[src/rtl/irqvc_pkg.sv]
package irqvc_pkg;

  // Which register bank a decoded offset falls into
  typedef enum logic [1:0] {
    REG_NONE = 2'd0,
    REG_PEND = 2'd1,
    REG_EN   = 2'd2
  } irqvc_region_e;

  // Byte-offset bits below the word index
  localparam int unsigned IRQVC_BYTE_BITS = 2;

endpackage

[src/rtl/irqvc_word.sv]
module irqvc_word #(
  parameter int unsigned WORD_W = 32
) (
  input  logic              clk,
  input  logic              rst_n,
  input  logic [WORD_W-1:0] vec_i,
  input  logic [WORD_W-1:0] wdata_i,
  input  logic              pend_we_i,
  input  logic              en_we_i,
  output logic [WORD_W-1:0] pend_o,
  output logic [WORD_W-1:0] en_o,
  output logic              irq_o
);

  logic [WORD_W-1:0] vec_q;
  logic [WORD_W-1:0] pend_q;
  logic [WORD_W-1:0] en_q;
  logic [WORD_W-1:0] edge_w;
  logic [WORD_W-1:0] clr_mask;
  logic [WORD_W-1:0] pend_d;

  // Next-state logic: a new edge always wins over an acknowledge
  always_comb begin
    edge_w   = vec_i & ~vec_q;
    clr_mask = pend_we_i ? wdata_i : '0;
    pend_d   = (pend_q & ~clr_mask) | edge_w;
  end

  always_ff @(posedge clk or negedge rst_n) begin
    if (!rst_n) begin
      vec_q  <= '0;
      pend_q <= '0;
    end else begin
      vec_q  <= vec_i;
      pend_q <= pend_d;
    end
  end

  // Enable word with explicit clock enable
  always_ff @(posedge clk or negedge rst_n) begin
    if (!rst_n) begin
      en_q <= '0;
    end else if (en_we_i) begin
      en_q <= wdata_i;
    end
  end

  assign pend_o = pend_q;
  assign en_o   = en_q;
  assign irq_o  = |(pend_q & en_q);

  AST_EDGE_LATCH: assert property (@(posedge clk) disable iff (!rst_n)
    (|edge_w) |=> ((pend_q & $past(edge_w)) == $past(edge_w)))
    else $error("edge not latched");

  AST_PEND_HOLD: assert property (@(posedge clk) disable iff (!rst_n)
    1'b1 |=> (&(pend_q | ~$past(pend_q) | $past(clr_mask))))
    else $error("pending bit lost without acknowledge");

  AST_SET_WINS: assert property (@(posedge clk) disable iff (!rst_n)
    (|(edge_w & clr_mask)) |=>
      ((pend_q & $past(edge_w & clr_mask)) == $past(edge_w & clr_mask)))
    else $error("acknowledge dropped a coincident edge");

  AST_IRQ_CAUSE: assert property (@(posedge clk) disable iff (!rst_n)
    $rose(irq_o) |-> $past((|edge_w) || en_we_i))
    else $error("parent line rose without edge or enable write");

  AST_EN_HOLD: assert property (@(posedge clk) disable iff (!rst_n)
    !en_we_i |=> $stable(en_q))
    else $error("enable word changed without write");

endmodule

[src/rtl/irqvc_decode.sv]
module irqvc_decode
  import irqvc_pkg::*;
#(
  parameter int unsigned NUM_WORDS = 4,
  parameter int unsigned WORD_W    = 32,
  parameter int unsigned ADDR_W    = 8,
  parameter int unsigned EN_BASE   = 32
) (
  input  logic                        clk,
  input  logic                        rst_n,
  input  logic                        wr_en_i,
  input  logic                        rd_en_i,
  input  logic [ADDR_W-1:0]           addr_i,
  input  logic [NUM_WORDS*WORD_W-1:0] pend_i,
  input  logic [NUM_WORDS*WORD_W-1:0] en_i,
  output logic [NUM_WORDS-1:0]        pend_we_o,
  output logic [NUM_WORDS-1:0]        en_we_o,
  output logic [WORD_W-1:0]           rdata_o
);

  localparam int unsigned IDX_W = ADDR_W - IRQVC_BYTE_BITS;
  localparam logic [ADDR_W-1:0] PEND_END = ADDR_W'(NUM_WORDS * 4);
  localparam logic [ADDR_W-1:0] EN_LO    = ADDR_W'(EN_BASE);
  localparam logic [ADDR_W-1:0] EN_HI    = ADDR_W'(EN_BASE + NUM_WORDS * 4);

  irqvc_region_e     region;
  logic [ADDR_W-1:0] en_off;
  logic [IDX_W-1:0]  word_idx;
  logic [WORD_W-1:0] rd_word;
  logic [WORD_W-1:0] rdata_q;

  // Offset decode: word-aligned hits in either bank, everything else unmapped
  always_comb begin
    region   = REG_NONE;
    en_off   = addr_i - EN_LO;
    word_idx = '0;
    if (addr_i[IRQVC_BYTE_BITS-1:0] == '0) begin
      if (addr_i < PEND_END) begin
        region   = REG_PEND;
        word_idx = addr_i[ADDR_W-1:IRQVC_BYTE_BITS];
      end else if ((addr_i >= EN_LO) && (addr_i < EN_HI)) begin
        region   = REG_EN;
        word_idx = en_off[ADDR_W-1:IRQVC_BYTE_BITS];
      end
    end
  end

  for (genvar w = 0; w < NUM_WORDS; w++) begin : g_we
    assign pend_we_o[w] = wr_en_i && (region == REG_PEND) && (word_idx == IDX_W'(w));
    assign en_we_o[w]   = wr_en_i && (region == REG_EN)   && (word_idx == IDX_W'(w));
  end

  // Read mux
  always_comb begin
    rd_word = '0;
    for (int w = 0; w < NUM_WORDS; w++) begin
      if (word_idx == IDX_W'(w)) begin
        if (region == REG_PEND) rd_word = pend_i[w*WORD_W +: WORD_W];
        if (region == REG_EN)   rd_word = en_i[w*WORD_W +: WORD_W];
      end
    end
  end

  always_ff @(posedge clk or negedge rst_n) begin
    if (!rst_n) begin
      rdata_q <= '0;
    end else if (rd_en_i) begin
      rdata_q <= rd_word;
    end
  end

  assign rdata_o = rdata_q;

  AST_UNMAPPED_ZERO: assert property (@(posedge clk) disable iff (!rst_n)
    (rd_en_i && (region == REG_NONE)) |=> (rdata_o == '0))
    else $error("unmapped read returned data");

  AST_UNMAPPED_NOWR: assert property (@(posedge clk) disable iff (!rst_n)
    (region == REG_NONE) |-> ((pend_we_o == '0) && (en_we_o == '0)))
    else $error("unmapped write reached a bank");

  AST_RDATA_HOLD: assert property (@(posedge clk) disable iff (!rst_n)
    !rd_en_i |=> $stable(rdata_o))
    else $error("read data changed without request");

endmodule

[src/rtl/irq_vec_collector.sv]
module irq_vec_collector #(
  parameter int unsigned NUM_WORDS = 4,
  parameter int unsigned WORD_W    = 32,
  parameter int unsigned ADDR_W    = 8,
  parameter int unsigned EN_BASE   = 32
) (
  input  logic                        clk,
  input  logic                        rst_n,
  input  logic [NUM_WORDS*WORD_W-1:0] vec_in,
  input  logic                        reg_wr_en,
  input  logic                        reg_rd_en,
  input  logic [ADDR_W-1:0]           reg_addr,
  input  logic [WORD_W-1:0]           reg_wdata,
  output logic [WORD_W-1:0]           reg_rdata,
  output logic [NUM_WORDS-1:0]        parent_irq
);

  localparam int unsigned NUM_VEC = NUM_WORDS * WORD_W;

  // Reset: asserted asynchronously, released through two flops
  logic rst_meta_q;
  logic rst_sync_n;

  always_ff @(posedge clk or negedge rst_n) begin
    if (!rst_n) begin
      rst_meta_q <= 1'b0;
      rst_sync_n <= 1'b0;
    end else begin
      rst_meta_q <= 1'b1;
      rst_sync_n <= rst_meta_q;
    end
  end

  logic [NUM_VEC-1:0]   pend_all;
  logic [NUM_VEC-1:0]   en_all;
  logic [NUM_WORDS-1:0] pend_we;
  logic [NUM_WORDS-1:0] en_we;

  irqvc_decode #(
    .NUM_WORDS (NUM_WORDS),
    .WORD_W    (WORD_W),
    .ADDR_W    (ADDR_W),
    .EN_BASE   (EN_BASE)
  ) decode_i (
    .clk       (clk),
    .rst_n     (rst_sync_n),
    .wr_en_i   (reg_wr_en),
    .rd_en_i   (reg_rd_en),
    .addr_i    (reg_addr),
    .pend_i    (pend_all),
    .en_i      (en_all),
    .pend_we_o (pend_we),
    .en_we_o   (en_we),
    .rdata_o   (reg_rdata)
  );

  for (genvar w = 0; w < NUM_WORDS; w++) begin : g_word
    irqvc_word #(
      .WORD_W (WORD_W)
    ) word_i (
      .clk       (clk),
      .rst_n     (rst_sync_n),
      .vec_i     (vec_in[w*WORD_W +: WORD_W]),
      .wdata_i   (reg_wdata),
      .pend_we_i (pend_we[w]),
      .en_we_i   (en_we[w]),
      .pend_o    (pend_all[w*WORD_W +: WORD_W]),
      .en_o      (en_all[w*WORD_W +: WORD_W]),
      .irq_o     (parent_irq[w])
    );
  end

  AST_RESET_QUIET: assert property (@(posedge clk)
    !rst_sync_n |-> (parent_irq == '0))
    else $error("parent line high in reset");

endmodule

[config.mk]
export PLATFORM = sky130hd
export DESIGN_NAME = irq_vec_collector
export DESIGN_NICKNAME = d
export VERILOG_FILES = /design/src/rtl/irqvc_pkg.sv /design/src/rtl/irqvc_word.sv /design/src/rtl/irqvc_decode.sv /design/src/rtl/irq_vec_collector.sv
export SDC_FILE = /design/constraint.sdc
export NUM_CORES = 1
export LEC_CHECK = 0
export BUFFER_PORTS_ARGS = -buffer_cell sky130_fd_sc_hd__clkbuf_2
export CAP_MARGIN = 20
export CORE_MARGIN = 5
export CORE_UTILIZATION = 59
export CTS_CLUSTER_SIZE = 24
export DETAILED_ROUTE_END_ITERATION = 16
export GPL_TIMING_DRIVEN = 0
export MAX_ROUTING_LAYER = met4
export PLACE_DENSITY = 0.9
export REMOVE_ABC_BUFFERS = 1
export SETUP_SLACK_MARGIN = 0.05
export SLEW_MARGIN = 0
export SYNTH_ARGS = -nofsm -noshare
export SYNTH_HDL_FRONTEND = slang
export SYNTH_HIERARCHICAL = 1
export SYNTH_SLANG_ARGS = --single-unit
[constraint.sdc]
create_clock -name clk -period 16.9 [get_ports clk]
set_input_delay 1.69 -clock clk [delete_from_list [all_inputs] [get_ports clk]]
set_output_delay 1.69 -clock clk [all_outputs]
set_load 0.02 [all_outputs]
# == After elaboration in Yosys (flattened, before gate mapping) ==
# Cells that the tools add are included.
# Widths: inputs -> output; s select.
# word_totals
mem_bits_ro,0
elab_cells,87
memories,0
ff_bits,418
ram_bits,0
output_inout_bits,36
latchBits,0
input_bits,172
# classes
n_mul,0
eq_ne,5
addsub,1
reduce_logical,17
muxes,22
n_bitwise,24
n_shift,0
n_lt_le_gt_ge,3
n_div,0
# op_table
cell,count
$mux 32,16
$and 32x32->32,12
$not 32->32,8
$or 32x32->32,4
$reduce_or 32->1,4
$mux 6,3
$eq 6x2->1 const B,2
$logic_and 1x1->1,11
$ge 8x6->1 const B,1
$lt 8x5->1 const B,1
$lt 8x6->1 const B,1
$sub 8x6->8 const B,1
$eq 6x1->1 const B,1
$logic_not 6->1,1
$mux 2,3
$eq 2x1->1 const B,1
$eq 2x2->1 const B,1
$logic_not 2->1,1

# == Logic depth before layout (Yosys ltp) ==
# Gate-level depths: netlist of the first run.
# logic_depth
word_depth,18
depth_mapped,13

# == Hierarchy ==
# The synthesis of the first run kept the hierarchy.
# modules_own_cells
module,seq_area_each_um2,cells_per_inst,area_each_um2,n_inst
irqvc_word,2402.3,284,3475.8,4
irqvc_decode,800.8,578,4309.1,1
irq_vec_collector,50.0,3,53.8,1

# == Least setup slack after synthesis of the first run ==
# No wires, ideal clock.
# synth_path
path_type,input to register
from,input port reg_addr[5]
to,register g_word[2].word_i.en_q[10]
path_stages,13
path_buffers,7
setup_time_ns,0.125
t_arrival_ns,4.336
slack_ns,12.439
required_ns,16.775
path_cell_list,clkbuf_1 buf_2 clkinv_1 clkbuf_1 ha_1 nand2b_1 clkbuf_1 buf_1 or3_1 nor2_1 clkbuf_1 buf_2 mux2_2
# synth_via
elab_chain_cells,8
word_cells_on_any_way,15
cone_classes,add/sub (1); order compare (3); eq/ne (2); mux (6); reduce/logical (3)
# synth_rtl
element,line,text
from (decl),irq_vec_collector.sv:12,"input logic [ADDR_W-1:0] reg_addr,"
$ge 8x6->1 / $lt 8x6->1 (equally long branches),irqvc_decode.sv:41,end else if ((addr_i >= EN_LO) && (addr_i < EN_HI)) begin
$logic_and 1x1->1,irqvc_decode.sv:41,
$mux 2,irqvc_decode.sv:41,
$mux 2,irqvc_decode.sv:38,if (addr_i < PEND_END) begin
$mux 2,irqvc_decode.sv:37,if (addr_i[IRQVC_BYTE_BITS-1:0] == '0) begin
$eq 2x2->1,irqvc_decode.sv:50,assign en_we_o[w] = wr_en_i && (region == REG_EN) && (word_idx == IDX_W'(w));
$logic_and 1x1->1,irqvc_decode.sv:50,
$logic_and 1x1->1 *,irqvc_decode.sv:50,
net en_we[2],irq_vec_collector.sv:37,logic [NUM_WORDS-1:0] en_we;
to (signal assigned),irqvc_word.sv:44,en_q <= wdata_i;
to (decl),irqvc_word.sv:17,logic [WORD_W-1:0] en_q;
# The timed path passes the listed nets; every way through them passes the cells marked *.
# A chain may end at the register's enable or synchronous reset.

# == Final worst setup path of the first run ==
# layout_path
from,input port reg_addr[5]
to,register g_word[0].word_i.en_q[24]
# layout_via
elab_chain_cells,8
word_cells_on_any_way,15
cone_classes,add/sub (1); order compare (3); eq/ne (1); mux (6); reduce/logical (4)
# layout_rtl
element,line
$ge 8x6->1 / $lt 8x6->1 (equally long branches),irqvc_decode.sv:41
$logic_and 1x1->1,irqvc_decode.sv:41
$mux 2,irqvc_decode.sv:41
$mux 2,irqvc_decode.sv:38
$mux 2,irqvc_decode.sv:37
$eq 2x2->1,irqvc_decode.sv:50
$logic_and 1x1->1,irqvc_decode.sv:50
$logic_and 1x1->1 *,irqvc_decode.sv:50
net en_we[0],irq_vec_collector.sv:37
to (signal assigned),irqvc_word.sv:44
to (decl),irqvc_word.sv:17
# Marked as above.

==> results.py, run 1 <==
metrics = {
    "die": {
        "core_sq_um": 30600,
        "io_pins": 208,
        "placement_rows": 64,
        "die_y_um": 186,
        "fp.dieW_um": 186,
        "start_util_pct": 59.7,
        "dieArea_sq_um": 34600,
    },
    "worst_setup_path": {
        "end_kind": "flip-flop",
        "crit_start": "reg_addr[5]",
        "path_buf_inv": 4,
        "regToRegStartpoint": "rst_sync_n",
        "startpoint_type": "input port",
        "cp_slowest_stage_delay_ps": 780,
        "worstPathRequired_ps": 17300,
        "cpLargestDelayFamily": "buffers and inverters",
        "crit_chain": "clkbuf_8 -> buf_16 -> clkinv_1 -> ha_1 -> nand2b_2 -> a21o_1 -> nor3_2 -> buf_6 -> mux2_2",
        "worstPathArrival_ps": 6040,
        "cp_slowest_cell": "nor3_2",
        "crit_type": "input port to flip-flop",
        "cp_max_fo": 86,
    },
    "sta": {
        "max_slew_margin_pct": 31.8,
        "tns_ps": 0,
        "worst_hold_slack_ps": 327,
        "period_needed_ps": 5630,
        "period_share_pct": 33.3,
        "timing.final.max_slew_violations": 0,
        "rsz0062_at_grt": "false",
        "setup_ws_ps": 11270,
        "finClkSkew_ps": 21.4,
        "tightest_slew_ps": 1020,
        "setup_violations": 0,
        "fmax_mhz": 178,
        "hold_viol": 0,
    },
    "pwr": {
        "p_per_area_nw_per_um2": 103,
        "vdd_ir_drop_max_mv": 0.0985,
        "leakagePower_nw": 10.1,
    },
    "synthesis": {
        "syn_area_sq_um": 18300,
        "synth_area_leaders": "dfrtp_1, mux2_2, nand2_1, o21ai_0, inv_1",
        "async_flop_share_pct": 100,
        "yosysMostFrequentCell": "dfrtp_1",
        "seq_area_frac_synth_pct": 57.3,
        "yosysTopAreaCellShare_pct": 57.3,
        "synthTopCellsByCount": "dfrtp_1, nand2_1, o21ai_0",
        "synthDistinctLibCells": 38,
        "synth_enable_flop_cells": 0,
        "yosysWarnings": 6,
        "ys_seq_elements": 418,
        "syn_area_per_cell_sq_um": 10.6,
        "synth_area_leader_cell": "dfrtp_1",
        "netlist_instances": 1717,
        "synthFlopType": "dfrtp_1",
    },
    "layout": {
        "finalNonFillerCells": 2329,
        "areaGrowthSynthToFinish_pct": 17.7,
        "area.sequential_sq_um": 10500,
        "n_fill_cell": 2118,
        "drive_gt1_share_pct": 27.0,
        "nets": 2073,
        "final_util_pct": 70.3,
        "multi_input_area_sq_um": 6960,
    },
    "detailed_routing": {
        "vias_per_cell": 6.07,
        "drtPass1Iterations": 7,
        "drt-total-wl_um": 50100,
        "drc": 0,
        "ant_nets": 0,
        "routedWlPerCell_um": 21.5,
        "topRoutingLayerUsed": "met4",
        "vias": 14138,
        "wirelength_met1_um": 18900,
        "drt_iter0_markers": 1286,
        "met2_length_um": 24800,
        "dr_wl_met3_um": 3990,
    },
    "clock_network": {
        "clk_path_buf_depth": 3,
        "cts_made_buffers": 44,
        "cts_root_buf": "clkbuf_16",
        "cts_tree": "done",
        "clk_pin_slew_ps": 60,
        "cts_setup_buffers": 0,
        "clk_latency_ps": 540,
        "cts_hold_buf": 0,
        "cts_resized": 0,
        "cts.htree.levels": 2,
        "cts_sinks": 418,
    },
    "grt": {
        "grt_pass1_vias": 14704,
        "track_usage_pct": 30.0,
        "grt_pass1_wl_um": 78900,
        "antenna_found_initial": 3,
        "grt_start_max_net_pins": 87,
        "overflow": 0,
    },
    "placed_design": {
        "dp.cells": 2250,
        "post-dp-hpwl_um": 34000,
        "io_buffers": 207,
        "post-place-ws_ps": 10800,
        "place.gp.congestion": 0.850,
    },
    "job": {
        "maxCapViolCount": 0,
    },
    "run_status": {
        "outcome": "finished, final reports clean",
    },
    "hold_path": {
        "min_path_type": "flip-flop to asynchronous set/reset pin",
    },
}
sequential cells by signal (all words and copies together), names as in the netlist:
signal,flops
rst_meta_q,1
g_word.word_i/vec_q,128
g_word.word_i/en_o,128
decode_i/rdata_o,32
g_word.word_i/pend_o,128
rst_sync_n,1
cell usage in the layout, fill, tap and decap left out, types with 6 or more instances in the layout:
master / count
a21boi_0: 32
a21oi_1: 32
a221oi_1: 32
a22oi_1: 56
a22oi_2: 8
a31oi_1: 32
and2_1: 32
buf_16: 9
buf_6: 11
buf_8: 6
clkbuf_1: 7
clkbuf_16: 44
clkbuf_2: 203
clkbuf_8: 12
clkinv_2: 6
dfrtp_1: 417
inv_1: 129
mux2_1: 8
mux2_2: 152
nand2_1: 292
nand2b_1: 64
nand3_1: 32
nand4_1: 16
o21ai_0: 187
o32ai_1: 26
o32ai_2: 6
or3b_2: 32
kinds of logic after synthesis:
family / Yosys count / synth area share (%)
simple gates: 486 / 12.9
compound gates: 419 / 14.9
flops: 418 / 57.3
buf+inv: 232 / 5.01
mux: 160 / 9.86
fa+ha+maj: 1 / 0.0685
other cells: 1 / 0.0205
stage by stage:
| step | power (mW) | area, sq um |
|---|---|---|
| after floorplan | 1.15 | 17800 |
| final | 2.22 | 21500 |
| after detailed placement | 1.26 | 20000 |
| after global placement | 1.24 | 19400 |
| after CTS | 2.23 | 21500 |
| after global routing | 2.30 | 21500 |
power by group:
part | switching [mW] | leakage [nW] | internal, mW
combinational | 0.120 | 4.57 | 0.0707
sequential | 0.0186 | 4.81 | 1.03
clock | 0.388 | 0.725 | 0.587
per-layer routing:
layer,vias to the layer above,track usage (%)
li1,6331,-
met1,6911,37.5
met2,713,48.4
met3,183,4.92
met4,0,14.2
met5,-,-
cell type report:
class                           count  area share (%)
Clock inverter                     14           0.890
Timing Repair Buffer              239            7.54
Tap cell                          396            2.30
Multi-Input combinational cell   1067            32.4
Antenna cell                        3          0.0349
Clock buffer                       62            5.95
Inverter                          130            2.27
Sequential cell                   418            48.7
worst paths after layout:
kind,slack (ps),cells past startpoint,to
setup reg to reg,14860,4,decode_i/rdata_o[14]
max in group asynchronous,14860,4,decode_i/rdata_o[14]
hold reg to reg,330,0,g_word[3].word_i/vec_q[28]
setup / recovery,11270,9,g_word[0].word_i/en_o[24]
min in group clk,350,0,rst_sync_n
hold / removal,330,0,g_word[3].word_i/vec_q[28]
Power figures use the tool's default switching activity.
==> inputs of run 2 (changes only) <==
--- a/config.mk
+++ b/config.mk
@@ -8,12 +8,12 @@
 export BUFFER_PORTS_ARGS = -buffer_cell sky130_fd_sc_hd__clkbuf_2
 export CAP_MARGIN = 20
 export CORE_MARGIN = 5
-export CORE_UTILIZATION = 59
+export CORE_UTILIZATION = 53
 export CTS_CLUSTER_SIZE = 24
 export DETAILED_ROUTE_END_ITERATION = 16
 export GPL_TIMING_DRIVEN = 0
 export MAX_ROUTING_LAYER = met4
-export PLACE_DENSITY = 0.9
+export PLACE_DENSITY = 0.86
 export REMOVE_ABC_BUFFERS = 1
 export SETUP_SLACK_MARGIN = 0.05
 export SLEW_MARGIN = 0
==> constraint.sdc (replaced) <==
create_clock -name clk -period 4.8 [get_ports clk]
set_input_delay 0.48 -clock clk [delete_from_list [all_inputs] [get_ports clk]]
set_output_delay 0.48 -clock clk [all_outputs]
set_load 0.02 [all_outputs]
==> run 2 against run 1 <==
  * Sequential share of layout area decreased by 0.36 points
  * Via count shrank 0.27%
  * First-iteration DRC count is 20% lower
  * Critical path depth rose by 2
  * Register-to-register slack worse by 12000 ps
  * Largest cell class unchanged
  * Largest power group unchanged
==> results.py, run 2 (synthesized netlist as in run 1, its figures left out) <==
metrics = {
    "detailed_routing": {
        "routedWlPerCell_um": 21.1,
        "ant_nets": 0,
        "vias_per_cell": 5.89,
        "drtPass1Iterations": 6,
        "drc": 0,
        "drt_iter0_markers": 1027,
        "drt-total-wl_um": 50500,
        "vias": 14100,
    },
    "sta": {
        "hold_viol": 0,
        "timing.final.max_slew_violations": 0,
        "max_slew_margin_pct": 28.5,
        "tightest_slew_ps": 1070,
        "period_needed_ps": 4230,
        "finClkSkew_ps": 9.67,
        "rsz0062_at_grt": "false",
        "fmax_mhz": 236,
        "setup_violations": 0,
        "period_share_pct": 88.2,
    },
    "worst_setup_path": {
        "worstReg2RegEnd": "g_word[0].word_i/vec_q[2]",
        "worstPathRequired_ps": 5230,
        "rrSetupSlack_ps": 3010,
        "end_kind": "flip-flop",
        "worstPathArrival_ps": 4660,
        "reg2regPathDepth": 4,
        "regToRegStartpoint": "rst_sync_n",
        "startpoint_type": "input port",
        "cp_max_fo": 80,
        "crit_type": "input port to flip-flop",
    },
    "layout": {
        "mostFrequentLayoutCell": "dfrtp_1",
        "final_util_pct": 63.2,
        "drive_gt1_share_pct": 27.2,
        "nets": 2073,
        "areaGrowthSynthToFinish_pct": 18.6,
        "mostFrequentLayoutCells": "dfrtp_1, nand2_1, clkbuf_2, o21ai_0, mux2_2",
    },
    "placed_design": {
        "post-dp-hpwl_um": 34600,
        "io_buffers": 207,
        "place.gp.congestion": 0.869,
    },
    "clock_network": {
        "cts.htree.levels": 2,
        "clk_pin_slew_ps": 60,
        "cts_sinks": 418,
        "cts_setup_buffers": 0,
        "clk_latency_ps": 560,
        "clk_path_buf_depth": 3,
        "cts_root_buf": "clkbuf_16",
        "cts_made_buffers": 44,
        "cts_hold_buf": 1,
        "cts_resized": 0,
        "cts_tree": "done",
    },
    "pwr": {
        "seq_power_share_pct": 46.6,
        "leakagePower_nw": 10.1,
        "p_int_mw": 6.04,
        "p_per_area_nw_per_um2": 366,
        "vdd_ir_drop_max_mv": 0.340,
        "p_comb_share_pct": 8.6,
        "switching_share_pct": 23.9,
        "power_frac_clock_pct": 44.8,
        "p_sw_mw": 1.89,
        "p_total_mw": 7.93,
    },
    "die": {
        "core_sq_um": 34300,
        "start_util_pct": 53.3,
        "fp.dieW_um": 196,
        "placement_rows": 68,
        "io_pins": 208,
        "dieArea_sq_um": 38300,
        "die_y_um": 196,
    },
    "grt": {
        "grt_util_met1_pct": 33.9,
        "track_usage_pct": 27.2,
        "grt_pass1_vias": 14541,
        "overflow": 0,
        "grt_pass1_wl_um": 80000,
        "global_route.usage.met3_pct": 5.28,
        "antenna_found_initial": 3,
        "grt_start_max_net_pins": 92,
        "globalRouteMet2Util_pct": 43.4,
        "grt-busiest-layer": "met2",
    },
    "hold_path": {
        "min_path_type": "input port to flip-flop",
        "hold_end": "g_word[3].word_i/vec_q[8]",
        "holdCritStartpoint": "vec_in[104]",
        "hold_depth": 1,
    },
    "job": {
        "maxCapViolCount": 0,
    },
    "run_status": {
        "outcome": "finished, final reports clean",
    },
}
run 2: critical path, cell delays in order:
cell      delay (ps)
clkbuf_8         440
clkinv_1         800
buf_16           420
ha_1             210
nand2b_2         230
buf_12           210
a21o_1           230
nor3_2           710
buf_6            260
buf_8            170
mux2_2           350
run 2: worst max-delay path by stage:
stage,depth (start not counted),start,end
2_1_floorplan,0,rst_sync_n,decode_i/rdata_o[0]
3_3_place_gp,0,rst_sync_n,g_word[3].word_i/pend_o[17]
3_5_place_dp,11,reg_addr[5],g_word[0].word_i/en_o[15]
4_1_cts,11,reg_addr[5],g_word[0].word_i/en_o[19]
5_1_grt,11,reg_addr[5],g_word[0].word_i/en_o[19]
6_report,11,reg_addr[5],g_word[0].word_i/en_o[15]
run 2: area by class of cell:
type / instances / area, sq um
fill: 2625 / 12600
sequential: 418 / 10500
multi-input combinational: 1067 / 6960
timing repair buffer: 239 / 1650
clock buffer: 58 / 1240
tap: 455 / 569
inverter: 130 / 488
clock inverter: 22 / 283
antenna: 3 / 7.51
run 2: layer usage:
| metal | vias to the layer above | part of all wire, % |
|---|---|---|
| li1 | 6327 | - |
| met1 | 6953 | 38 |
| met2 | 660 | 49 |
| met3 | 160 | 8.2 |
| met4 | 0 | 4.5 |
| met5 | - | 0 |
run 2: power by group through the flow:
stage	Clock (mW)	Sequential, mW	Combinational [mW]
after floorplan	0	3.82	0.238
after global placement	0	3.82	0.557
after detailed placement	0	3.76	0.675
after CTS	3.63	3.70	0.679
after global routing	3.78	3.71	0.737
final	3.56	3.70	0.680
run 2: metrics by stage:
stage          hold slack, ps  setup TNS [ps]  area, sq um  std cells  worst slack [ps]
5_1_grt                  19.8               0        21700       2392               479
2_1_floorplan             184        -3223760        17800       1615             -7710
3_3_place_gp              266        -6379420        19400       2277            -11960
6_report                 42.5               0        21700       2392               568
4_1_cts                  16.7               0        21700       2389               710
3_5_place_dp              123               0        20100       2308               149
==> inputs of run 3 (changes only) <==
--- a/config.mk
+++ b/config.mk
@@ -8,12 +8,12 @@
 export BUFFER_PORTS_ARGS = -buffer_cell sky130_fd_sc_hd__clkbuf_2
 export CAP_MARGIN = 20
 export CORE_MARGIN = 5
-export CORE_UTILIZATION = 53
+export CORE_UTILIZATION = 63
 export CTS_CLUSTER_SIZE = 24
 export DETAILED_ROUTE_END_ITERATION = 16
 export GPL_TIMING_DRIVEN = 0
 export MAX_ROUTING_LAYER = met4
-export PLACE_DENSITY = 0.86
+export PLACE_DENSITY = 0.95
 export REMOVE_ABC_BUFFERS = 1
 export SETUP_SLACK_MARGIN = 0.05
 export SLEW_MARGIN = 0
==> constraint.sdc (replaced) <==
create_clock -name clk -period 5.4 [get_ports clk]
set_input_delay 0.54 -clock clk [delete_from_list [all_inputs] [get_ports clk]]
set_output_delay 0.54 -clock clk [all_outputs]
set_load 0.02 [all_outputs]
==> run 3 against run 2 <==
  * Sequential share of layout area up 0.54 points
  * Wire length up 3.2%
  * Register-to-register slack improved by 720 ps
  * Setup slack better by 590 ps
  * Total power fell by 14%
  * Clock skew grew 4.9 ps
  * Largest cell class unchanged
  * Largest power group unchanged
==> results.py, run 3 (synthesized netlist as in run 1, its figures left out) <==
metrics = {
    "die": {
        "die_y_um": 180,
        "core_sq_um": 28700,
        "io_pins": 208,
        "placement_rows": 62,
        "start_util_pct": 63.6,
        "fp.dieW_um": 180,
        "dieArea_sq_um": 32500,
    },
    "grt": {
        "grt_start_max_net_pins": 88,
        "overflow": 0,
        "track_usage_pct": 32.7,
        "grt_pass1_wl_um": 82400,
        "antenna_found_initial": 7,
        "grt_pass1_vias": 15269,
    },
    "clock_network": {
        "cts_made_buffers": 41,
        "cts_sinks": 418,
        "clk_path_buf_depth": 3,
        "cts_resized": 0,
        "cts_root_buf": "clkbuf_16",
        "cts.htree.levels": 2,
        "clk_pin_slew_ps": 60,
        "clk_latency_ps": 540,
        "cts_tree": "done",
    },
    "sta": {
        "period_needed_ps": 4250,
        "tightest_slew_ps": 1050,
        "hold_viol": 0,
        "fmax_mhz": 235,
        "rsz0062_at_grt": "false",
        "setup_violations": 0,
        "period_share_pct": 78.7,
        "timing.final.max_slew_violations": 0,
        "tns_ps": 0,
        "max_slew_margin_pct": 29.4,
        "worst_hold_slack_ps": 118,
        "finClkSkew_ps": 14.6,
    },
    "layout": {
        "mostFrequentLayoutCell": "dfrtp_1",
        "areaGrowthSynthToFinish_pct": 17.3,
        "nets": 2071,
        "final_util_pct": 74.7,
        "mostFrequentLayoutCells": "dfrtp_1, nand2_1, clkbuf_2, o21ai_0, mux2_2",
        "drive_gt1_share_pct": 27.1,
    },
    "detailed_routing": {
        "vias": 14537,
        "drt_iter0_markers": 1614,
        "drc": 0,
        "routedWlPerCell_um": 22.5,
        "drtPass1Iterations": 6,
        "vias_per_cell": 6.26,
        "drt-total-wl_um": 52100,
        "ant_nets": 0,
    },
    "worst_setup_path": {
        "worstReg2RegEnd": "decode_i/rdata_o[3]",
        "regToRegStartpoint": "g_word[0].word_i/pend_o[3]",
        "worstPathRequired_ps": 5810,
        "worstPathArrival_ps": 4660,
        "cp_max_fo": 87,
        "end_kind": "flip-flop",
        "startpoint_type": "input port",
        "rrSetupSlack_ps": 3730,
        "crit_type": "input port to flip-flop",
        "reg2regPathDepth": 4,
    },
    "hold_path": {
        "hold_depth": 1,
        "holdCritStartpoint": "vec_in[110]",
        "min_path_type": "input port to flip-flop",
        "hold_end": "g_word[3].word_i/vec_q[14]",
    },
    "pwr": {
        "p_comb_share_pct": 8.8,
        "seq_power_share_pct": 48.2,
        "vdd_ir_drop_max_mv": 0.268,
        "leakagePower_nw": 10.1,
        "switching_share_pct": 24.0,
        "p_sw_mw": 1.64,
        "p_per_area_nw_per_um2": 319,
        "p_int_mw": 5.19,
        "power_frac_clock_pct": 43.0,
    },
    "placed_design": {
        "io_buffers": 207,
        "place.gp.congestion": 0.904,
        "post-dp-hpwl_um": 34800,
    },
    "job": {
        "maxCapViolCount": 0,
    },
    "run_status": {
        "outcome": "finished, final reports clean",
    },
}
-- run 3: per-stage QoR --
| step | instances | worst slack, ps | power [mW] | area (sq um) |
|---|---|---|---|---|
| finish | 2321 | 1150 | 6.83 | 21400 |
| global route | 2320 | 1080 | 7.06 | 21400 |
| CTS | 2313 | 1260 | 6.86 | 21400 |
| detailed placement | 2238 | 721 | 3.93 | 20000 |
| global placement | 2206 | -11090 | 3.88 | 19400 |
| floorplan | 1615 | -7110 | 3.60 | 17800 |
-- run 3: worst max-delay path, stage by stage --
cell,delay [ps]
clkbuf_8,440
buf_16,350
clkinv_1,540
buf_12,360
ha_1,220
nand2b_2,230
buf_12,210
a21o_1,230
nor3_2,630
buf_8,250
buf_6,180
mux2_2,360
-- run 3: layout make-up --
cell class	count	area (sq um)
inverter	130	488
timing repair buffer	240	1620
multi-input combinational	1067	6960
tap	384	480
antenna	8	20.0
sequential	418	10500
clock inverter	17	166
clock buffer	57	1230
fill	1885	7270
-- run 3: power by group through the flow --
stage / logic (mW) / clock network [mW] / registers [mW]
2_1_floorplan: 0.212 / 0 / 3.39
3_3_place_gp: 0.484 / 0 / 3.40
3_5_place_dp: 0.592 / 0 / 3.34
4_1_cts: 0.598 / 2.97 / 3.29
5_1_grt: 0.651 / 3.11 / 3.30
6_report: 0.602 / 2.93 / 3.29
-- run 3: layer usage --
metal	wire length [um]	vias up	GRT usage (%)
met5	0	-	-
met4	3480	0	18.6
met3	4160	256	6.46
met2	25400	825	51.9
met1	19200	7137	39.6
li1	-	6319	-
-- run 3: worst max-delay path by stage --
| stage | from | to | slack (ps) | cells past startpoint |
|---|---|---|---|---|
| after global routing | reg_addr[5] | g_word[1].word_i/en_o[21] | 1080 | 12 |
| after CTS | reg_addr[5] | g_word[1].word_i/en_o[21] | 1260 | 12 |
| after detailed placement | reg_addr[5] | g_word[1].word_i/en_o[7] | 720 | 12 |
| after global placement | rst_sync_n | g_word[3].word_i/pend_o[14] | -11090 | 0 |
| final | reg_addr[5] | g_word[1].word_i/en_o[21] | 1150 | 12 |
| after floorplan | rst_sync_n | decode_i/rdata_o[0] | -7110 | 0 |
-- run 3: timing repair --
item,CTS,global route
buffers inserted,0,0
hold buffers,1,0
endpoints found under the hold margin,2,0
